==> config.mk <==
export PLATFORM = sky130hd
export DESIGN_NAME = vid_timing_seq
export DESIGN_NICKNAME = d
export VERILOG_FILES = /design/src/rtl/vt_pkg.sv /design/src/rtl/vt_line_accum.sv /design/src/rtl/vt_audio_tick.sv /design/src/rtl/vt_frame_ctrl.sv /design/src/rtl/vid_timing_seq.sv
export SDC_FILE = /design/constraint.sdc
export NUM_CORES = 1
export LEC_CHECK = 0
export BUFFER_PORTS_ARGS = -buffer_cell sky130_fd_sc_hd__buf_2
export CORE_ASPECT_RATIO = 1.5
export CORE_UTILIZATION = 60
export CTS_CLUSTER_DIAMETER = 60
export DETAILED_ROUTE_END_ITERATION = 16
export GPL_ROUTABILITY_DRIVEN = 0
export PLACE_DENSITY = 0.81
export SLEW_MARGIN = 20
export SYNTH_ARGS = -nofsm -noshare
export SYNTH_HDL_FRONTEND = slang
export SYNTH_SLANG_ARGS = --single-unit
==> constraint.sdc <==
create_clock -name clk_i -period 5.51 [get_ports clk_i]
set_input_delay 0.2755 -clock clk_i [delete_from_list [all_inputs] [get_ports clk_i]]
set_output_delay 0.2755 -clock clk_i [all_outputs]
set_load 0.03 [all_outputs]
==> src/rtl/vt_pkg.sv <==
package vt_pkg;
  typedef enum logic {
    STD_60 = 1'b0,
    STD_50 = 1'b1
  } vt_std_e;
endpackage

==> src/rtl/vt_line_accum.sv <==
module vt_line_accum
  import vt_pkg::*;
#(
  parameter int ACC_W  = 32,
  parameter int FRAC_W = 12,
  parameter int INC_60 = 8791293,
  parameter int INC_50 = 8864320,
  localparam int LEN_W = ACC_W - FRAC_W
) (
  input  logic    clk_i,
  input  logic    rst_i,
  input  vt_std_e std_rst_i,
  input  vt_std_e std_next_i,
  output logic    line_end_o
);
  localparam logic [ACC_W-1:0] INC60_V = ACC_W'(INC_60);
  localparam logic [ACC_W-1:0] INC50_V = ACC_W'(INC_50);

  logic [LEN_W-1:0]  cyc_q, len_q;
  logic [FRAC_W-1:0] frac_q;
  logic [ACC_W-1:0]  inc_run, inc_rst, sum;

  assign inc_run = (std_next_i == STD_50) ? INC50_V : INC60_V;
  assign inc_rst = (std_rst_i  == STD_50) ? INC50_V : INC60_V;
  assign sum     = {{LEN_W{1'b0}}, frac_q} + inc_run;
  assign line_end_o = (cyc_q == len_q - LEN_W'(1));

  always_ff @(posedge clk_i) begin
    if (rst_i) begin
      cyc_q  <= '0;
      len_q  <= inc_rst[ACC_W-1:FRAC_W];
      frac_q <= inc_rst[FRAC_W-1:0];
    end else if (line_end_o) begin
      cyc_q  <= '0;
      len_q  <= sum[ACC_W-1:FRAC_W];
      frac_q <= sum[FRAC_W-1:0];
    end else begin
      cyc_q  <= cyc_q + LEN_W'(1);
    end
  end

  AST_CYC_IN_LINE: assert property (@(posedge clk_i) disable iff (rst_i)
    cyc_q < len_q) else $error("cycle beyond line length");
  AST_LINE_RESTART: assert property (@(posedge clk_i) disable iff (rst_i)
    line_end_o |=> (cyc_q == '0)) else $error("line did not restart");
endmodule

==> src/rtl/vt_audio_tick.sv <==
module vt_audio_tick #(
  parameter int AUDIO_LINES = 32,
  localparam int CNT_W = (AUDIO_LINES > 1) ? $clog2(AUDIO_LINES) : 1
) (
  input  logic clk_i,
  input  logic rst_i,
  input  logic line_end_i,
  output logic tick_o
);
  logic [CNT_W-1:0] cnt_q;
  logic             wrap;

  assign wrap = (cnt_q == CNT_W'(AUDIO_LINES - 1));

  always_ff @(posedge clk_i) begin
    if (rst_i) begin
      cnt_q  <= '0;
      tick_o <= 1'b0;
    end else begin
      tick_o <= line_end_i & wrap;
      if (line_end_i) cnt_q <= wrap ? '0 : cnt_q + CNT_W'(1);
    end
  end

  AST_TICK_ONE: assert property (@(posedge clk_i) disable iff (rst_i)
    tick_o |=> !tick_o) else $error("tick too wide");
endmodule

==> src/rtl/vt_frame_ctrl.sv <==
module vt_frame_ctrl
  import vt_pkg::*;
#(
  parameter int LINES_60 = 263,
  parameter int LINES_50 = 313,
  parameter int VBL_LINE = 240,
  parameter int LINE_W   = 9,
  parameter int FRAME_W  = 16
) (
  input  logic               clk_i,
  input  logic               rst_i,
  input  logic               line_end_i,
  input  vt_std_e            std_sel_i,
  input  logic               interlace_i,
  output vt_std_e            std_next_o,
  output logic               line_start_o,
  output logic               vblank_irq_o,
  output logic               vblank_o,
  output logic               frame_start_o,
  output logic               field_o,
  output logic [LINE_W-1:0]  line_o,
  output logic [FRAME_W-1:0] frame_o
);
  vt_std_e            std_q;
  logic [LINE_W-1:0]  last_line;
  logic               at_last, at_pre_vbl, wrap;
  logic [FRAME_W-1:0] frame_nxt;

  assign last_line  = (std_q == STD_50) ? LINE_W'(LINES_50 - 1) : LINE_W'(LINES_60 - 1);
  assign at_last    = (line_o == last_line);
  assign at_pre_vbl = (line_o == LINE_W'(VBL_LINE - 1));
  assign wrap       = line_end_i & at_last;
  assign frame_nxt  = frame_o + FRAME_W'(wrap);
  assign std_next_o = at_last ? std_sel_i : std_q;

  always_ff @(posedge clk_i) begin
    if (rst_i) begin
      std_q         <= std_sel_i;
      line_o        <= '0;
      frame_o       <= '0;
      line_start_o  <= 1'b0;
      vblank_irq_o  <= 1'b0;
      vblank_o      <= 1'b0;
      frame_start_o <= 1'b0;
      field_o       <= 1'b0;
    end else begin
      line_start_o  <= line_end_i;
      frame_start_o <= wrap;
      vblank_irq_o  <= line_end_i & ~at_last & at_pre_vbl;
      frame_o       <= frame_nxt;
      field_o       <= interlace_i & frame_nxt[0];
      if (line_end_i) begin
        if (at_last) begin
          line_o   <= '0;
          std_q    <= std_sel_i;
          vblank_o <= 1'b0;
        end else begin
          line_o   <= line_o + LINE_W'(1);
          if (at_pre_vbl) vblank_o <= 1'b1;
        end
      end
    end
  end

  AST_LINE_BOUND: assert property (@(posedge clk_i) disable iff (rst_i)
    line_o <= last_line) else $error("line past frame end");
  AST_LINE_STEP: assert property (@(posedge clk_i) disable iff (rst_i)
    line_start_o |-> (line_o == '0) || (line_o == $past(line_o) + LINE_W'(1)))
    else $error("bad line step");
  AST_LS_ONE: assert property (@(posedge clk_i) disable iff (rst_i)
    line_start_o |=> !line_start_o) else $error("line pulse too wide");
  AST_VBL_IRQ: assert property (@(posedge clk_i) disable iff (rst_i)
    vblank_irq_o |-> vblank_o && (line_o == LINE_W'(VBL_LINE))) else $error("irq off line");
  AST_FRAME_LINE0: assert property (@(posedge clk_i) disable iff (rst_i)
    frame_start_o |-> (line_o == '0) && !vblank_o) else $error("frame start off line 0");
  AST_STD_HOLD: assert property (@(posedge clk_i) disable iff (rst_i)
    (line_o != '0) |-> $stable(std_q)) else $error("standard changed mid-frame");
endmodule

==> src/rtl/vid_timing_seq.sv <==
module vid_timing_seq
  import vt_pkg::*;
#(
  parameter int ACC_W       = 32,
  parameter int FRAC_W      = 12,
  parameter int INC_60      = 8791293,
  parameter int INC_50      = 8864320,
  parameter int LINES_60    = 263,
  parameter int LINES_50    = 313,
  parameter int VBL_LINE    = 240,
  parameter int AUDIO_LINES = 32,
  parameter int FRAME_W     = 16,
  localparam int LINE_MAX   = (LINES_60 > LINES_50) ? LINES_60 : LINES_50,
  localparam int LINE_W     = $clog2(LINE_MAX + 1)
) (
  input  logic               clk_i,
  input  logic               rst_i,
  input  logic               std_sel_i,
  input  logic               interlace_en_i,
  output logic               line_start_o,
  output logic               vblank_irq_o,
  output logic               vblank_o,
  output logic               frame_start_o,
  output logic               field_o,
  output logic               audio_tick_o,
  output logic [LINE_W-1:0]  line_cnt_o,
  output logic [FRAME_W-1:0] frame_cnt_o
);
  vt_std_e std_in, std_next;
  logic    line_end;

  assign std_in = vt_std_e'(std_sel_i);

  vt_line_accum #(
    .ACC_W(ACC_W), .FRAC_W(FRAC_W), .INC_60(INC_60), .INC_50(INC_50)
  ) accum_i (
    .clk_i(clk_i), .rst_i(rst_i), .std_rst_i(std_in),
    .std_next_i(std_next), .line_end_o(line_end)
  );

  vt_frame_ctrl #(
    .LINES_60(LINES_60), .LINES_50(LINES_50), .VBL_LINE(VBL_LINE),
    .LINE_W(LINE_W), .FRAME_W(FRAME_W)
  ) frame_i (
    .clk_i(clk_i), .rst_i(rst_i), .line_end_i(line_end), .std_sel_i(std_in),
    .interlace_i(interlace_en_i), .std_next_o(std_next),
    .line_start_o(line_start_o), .vblank_irq_o(vblank_irq_o),
    .vblank_o(vblank_o), .frame_start_o(frame_start_o), .field_o(field_o),
    .line_o(line_cnt_o), .frame_o(frame_cnt_o)
  );

  vt_audio_tick #(.AUDIO_LINES(AUDIO_LINES)) audio_i (
    .clk_i(clk_i), .rst_i(rst_i), .line_end_i(line_end), .tick_o(audio_tick_o)
  );

  AST_TICK_ON_LINE: assert property (@(posedge clk_i) disable iff (rst_i)
    audio_tick_o |-> line_start_o) else $error("tick outside line start");
  AST_FS_ON_LINE: assert property (@(posedge clk_i) disable iff (rst_i)
    frame_start_o |-> line_start_o) else $error("frame start without line start");
endmodule

==> impl_results.md <==
* Total die area at 0.00634 sq mm
* Setup Viol. Count Final at 0
* P_leak at 1.57 nW
* Post-CTS Hold Fix Bufs at 0
* Status: finished, final reports clean
* EDFF count, synth at 15
* WHS at 0.120 ns
* Worst-path fanout max at 9
* Placed Area at 0.00382 sq mm
* Worst-case vdd ir drop at 198 uV
* Crit path time final at 3.96 ns
* Startpoint types: register
* Clk slew on worst S/H paths at 0.08 ns
* Net Sw Frac at 24.8%
* Initial core utilization at 62.5%
* Number of global-route vias before repair at 2847
* Placed Cells at 487
* Die Y at 97.0 um
* Port Buffers at 34
* Vias per cell at 5.89
* CTS Buffer Depth at 2
* Row cnt at 34
* Core Region at 0.00579 sq mm
* Syn Area/Cell at 9.17 sq um
* Largest net degree at the start of global routing at 64
* Pre-antenna DRT Iters at 4
* Cell Int Power at 832 uW
* Io pins at 35
* Skew-Pair Late Insertion Delay at 0.36 ns
* Final Max Tran Viols at 0
* Hold/Removal Path Class: input port to register
* Final Non-Filler Cells at 503
* Cts repair resizes at 0
* Max_slew headroom at 44.7%
* Synth Instances at 394
* Die W at 65.4 um
* DR WL/cell at 14.3 um
* Fin crit share at 71.8%
* CP endpoint kind: register
* Clock sinks at 71
* DP Wirelength at 5.03 mm
* Total gr overflow at 0
* Final ANT Viol Nets at 0
* DR iter-0 viols at 111
* Final Util at 69.7%
* Critical Path RT at 5.63 ns
* # DRC at 0
* Postcts setup bufs at 0
* Clock network power share at 39.1%
* Critical Setup Path Class: register to register
* Clk_skew at 0.00925 ns
* Final Hold Viols at 0
* ANT cells at 0
* Final TNS setup at 0 ns
* Fin area at 0.00403 sq mm
* Seq pwr share at 50.7%
* Synthesized Nets at 415
* Seq/Total Area, Yosys at 43.5%
* Pin slew with the least headroom to its limit at 0.818 ns
* Most used DFF post-synth: dfxtp_1
* Comb pwr share at 10.2%
* Max-cap viol count at 0
* Share of flip-flops with an asynchronous set or reset at 0%
* Unrepaired setup endpoints after global routing: no
* CTS tree: yes
* Layout area overhead at 11.5%
* Final WL at 7.21 mm
* CTS Buf Count at 9
* Final net count at 447
* Root buf cell: clkbuf_8
* FF-to-FF setup slack at 1.55 ns
* Vias post-DR at 2962
* All-layer global routing usage at 24.8%
* WP data arrival at 4.08 ns
* Fraction of layout cells with a size suffix above 1 at 13.5%
* FILL cells at 463
* Library cells used by synthesis at 51
* Total net switching power at 275 uW
* Register bit total from synthesis at 71
* Initial antenna violation count at 0
* Fmax at 253 MHz
* First-pass GRT wire length at 12.3 mm
* Pwr dens at 275 mW/mm^2
* Clock H-tree levels at 3
* Yosys warns at 0
* Mapped Area at 0.00361 sq mm
==> power by group through the flow <==
stage / Sequential, mW / Clock (mW) / Combinational [mW]
2_1_floorplan: 0.568 / 0 / 0.0927
3_3_place_gp: 0.572 / 0 / 0.108
3_5_place_dp: 0.572 / 0 / 0.112
4_1_cts: 0.561 / 0.434 / 0.113
5_1_grt: 0.562 / 0.458 / 0.127
6_report: 0.561 / 0.433 / 0.113
==> synthesized netlist by cell type, types with 2 or more instances <==
library cell  count  area (sq um)
a211o_1           2          17.5
a211oi_1          3          22.5
a21o_1            3          22.5
a21oi_1          17          85.1
a31oi_1           3          18.8
and2_1            3          18.8
and3_1            7          43.8
buf_1             3          11.3
buf_2             2          10.0
clkbuf_1          9          33.8
dfxtp_1          56          1120
edfxtp_1         15           450
ha_1             17           213
inv_1            10          37.5
mux2i_1           3          30.0
nand2_1          21          78.8
nand2b_1          3          18.8
nand3_1          20           100
nand4_1           7          43.8
nor2_1           53           199
nor2b_1           4          25.0
nor3_1           20           100
nor3b_1           6          45.0
nor4_1            3          18.8
nor4_4            2          42.5
nor4b_1           5          43.8
o21ai_0          16          80.1
o21ai_1           2          10.0
o31ai_1           2          15.0
or2_0             2          12.5
or2_2             3          18.8
or3_1             4          25.0
or3b_1            3          26.3
or4_1             3          22.5
or4b_1            7          70.1
xnor2_1          15           131
xor2_1           26           228
==> flip-flops by register name, summed over array words and instances (netlist names) <==
register / flops
accum_i.cyc_q: 20
accum_i.frac_q: 12
accum_i.len_q: 3
audio_i.cnt_q: 5
audio_i.tick_o: 1
frame_i.field_o: 1
frame_i.frame_o: 16
frame_i.frame_start_o: 1
frame_i.line_o: 9
frame_i.line_start_o: 1
frame_i.vblank_irq_o: 1
frame_i.vblank_o: 1
==> logic make-up after synthesis <==
logic type                 Yosys count  share of synthesized area [%]
and+or+nand+nor                    182                           27.8
DFF                                 71                           43.5
AOI/OAI and AO/OA                   55                           9.14
xor gates and xnor gates            41                           9.94
buffers and inverters               25                           2.87
adders and majority gates           17                           5.89
muxes                                3                          0.831
==> final cells by class <==
class	instances	area (sq um)	area share, %
clock buffers	11	153	3.79
repair buffers	36	185	4.59
flip-flops and latches	71	1570	39.0
multi-input cells	298	1940	48.1
well taps	72	90.1	2.24
inverters	10	37.5	0.931
clock inverters	5	55.1	1.37
==> final timing paths <==
path / start / end / cells past startpoint
worst min register to register: audio_i.cnt_q[3]$_SDFFE_PP0P_ / audio_i.cnt_q[3]$_SDFFE_PP0P_ / 2
worst min-delay path: interlace_en_i / frame_i.field_o$_SDFF_PP0_ / 2
worst max register to register: frame_i.line_o[0]$_SDFFE_PP0P_ / accum_i.frac_q[6]$_SDFFCE_PP1P_ / 12
worst max-delay path: frame_i.line_o[0]$_SDFFE_PP0P_ / accum_i.frac_q[6]$_SDFFCE_PP1P_ / 12
==> placed cells by master, fill, tap and decap left out, drive strengths merged, types with 17 or more instances in the layout <==
cell type / Yosys / routed
a21oi: 17 / 17
buf: 6 / 36
dfxtp: 56 / 56
ha: 17 / 17
nand2: 21 / 21
nand3: 20 / 20
nor2: 53 / 53
nor3: 20 / 20
o21ai: 19 / 19
xor2: 26 / 26
==> per-layer routing <==
metal  up-vias  routed length (um)  track usage (%)
met5         -                   0                0
met1      1404                2940             27.2
met3        21                 255             4.72
li1       1472                   -                -
met4         0                 223             16.1
met2        65                3790             42.3
==> per-stage QoR <==
stage | total power, mW | setup slack, ns
global placement | 0.679 | 1.76
finish | 1.11 | 1.55
CTS | 1.11 | 1.59
global route | 1.15 | 1.32
floorplan | 0.661 | 1.82
detailed placement | 0.684 | 1.66
==> worst max-delay path, cell delays in order, from the launching register on <==
cell and delay, ns:
dfxtp_1 0.36, or4b_1 0.66, nor4_4 0.48, nor2_1 0.17, o21ai_2 0.20, inv_1 0.18, ha_1 0.24, ha_1 0.21
a21o_1 0.18, a21oi_1 0.26, nor2b_1 0.10, or4_1 0.49, and3_1 0.18
(Power assumes the default switching activity.)
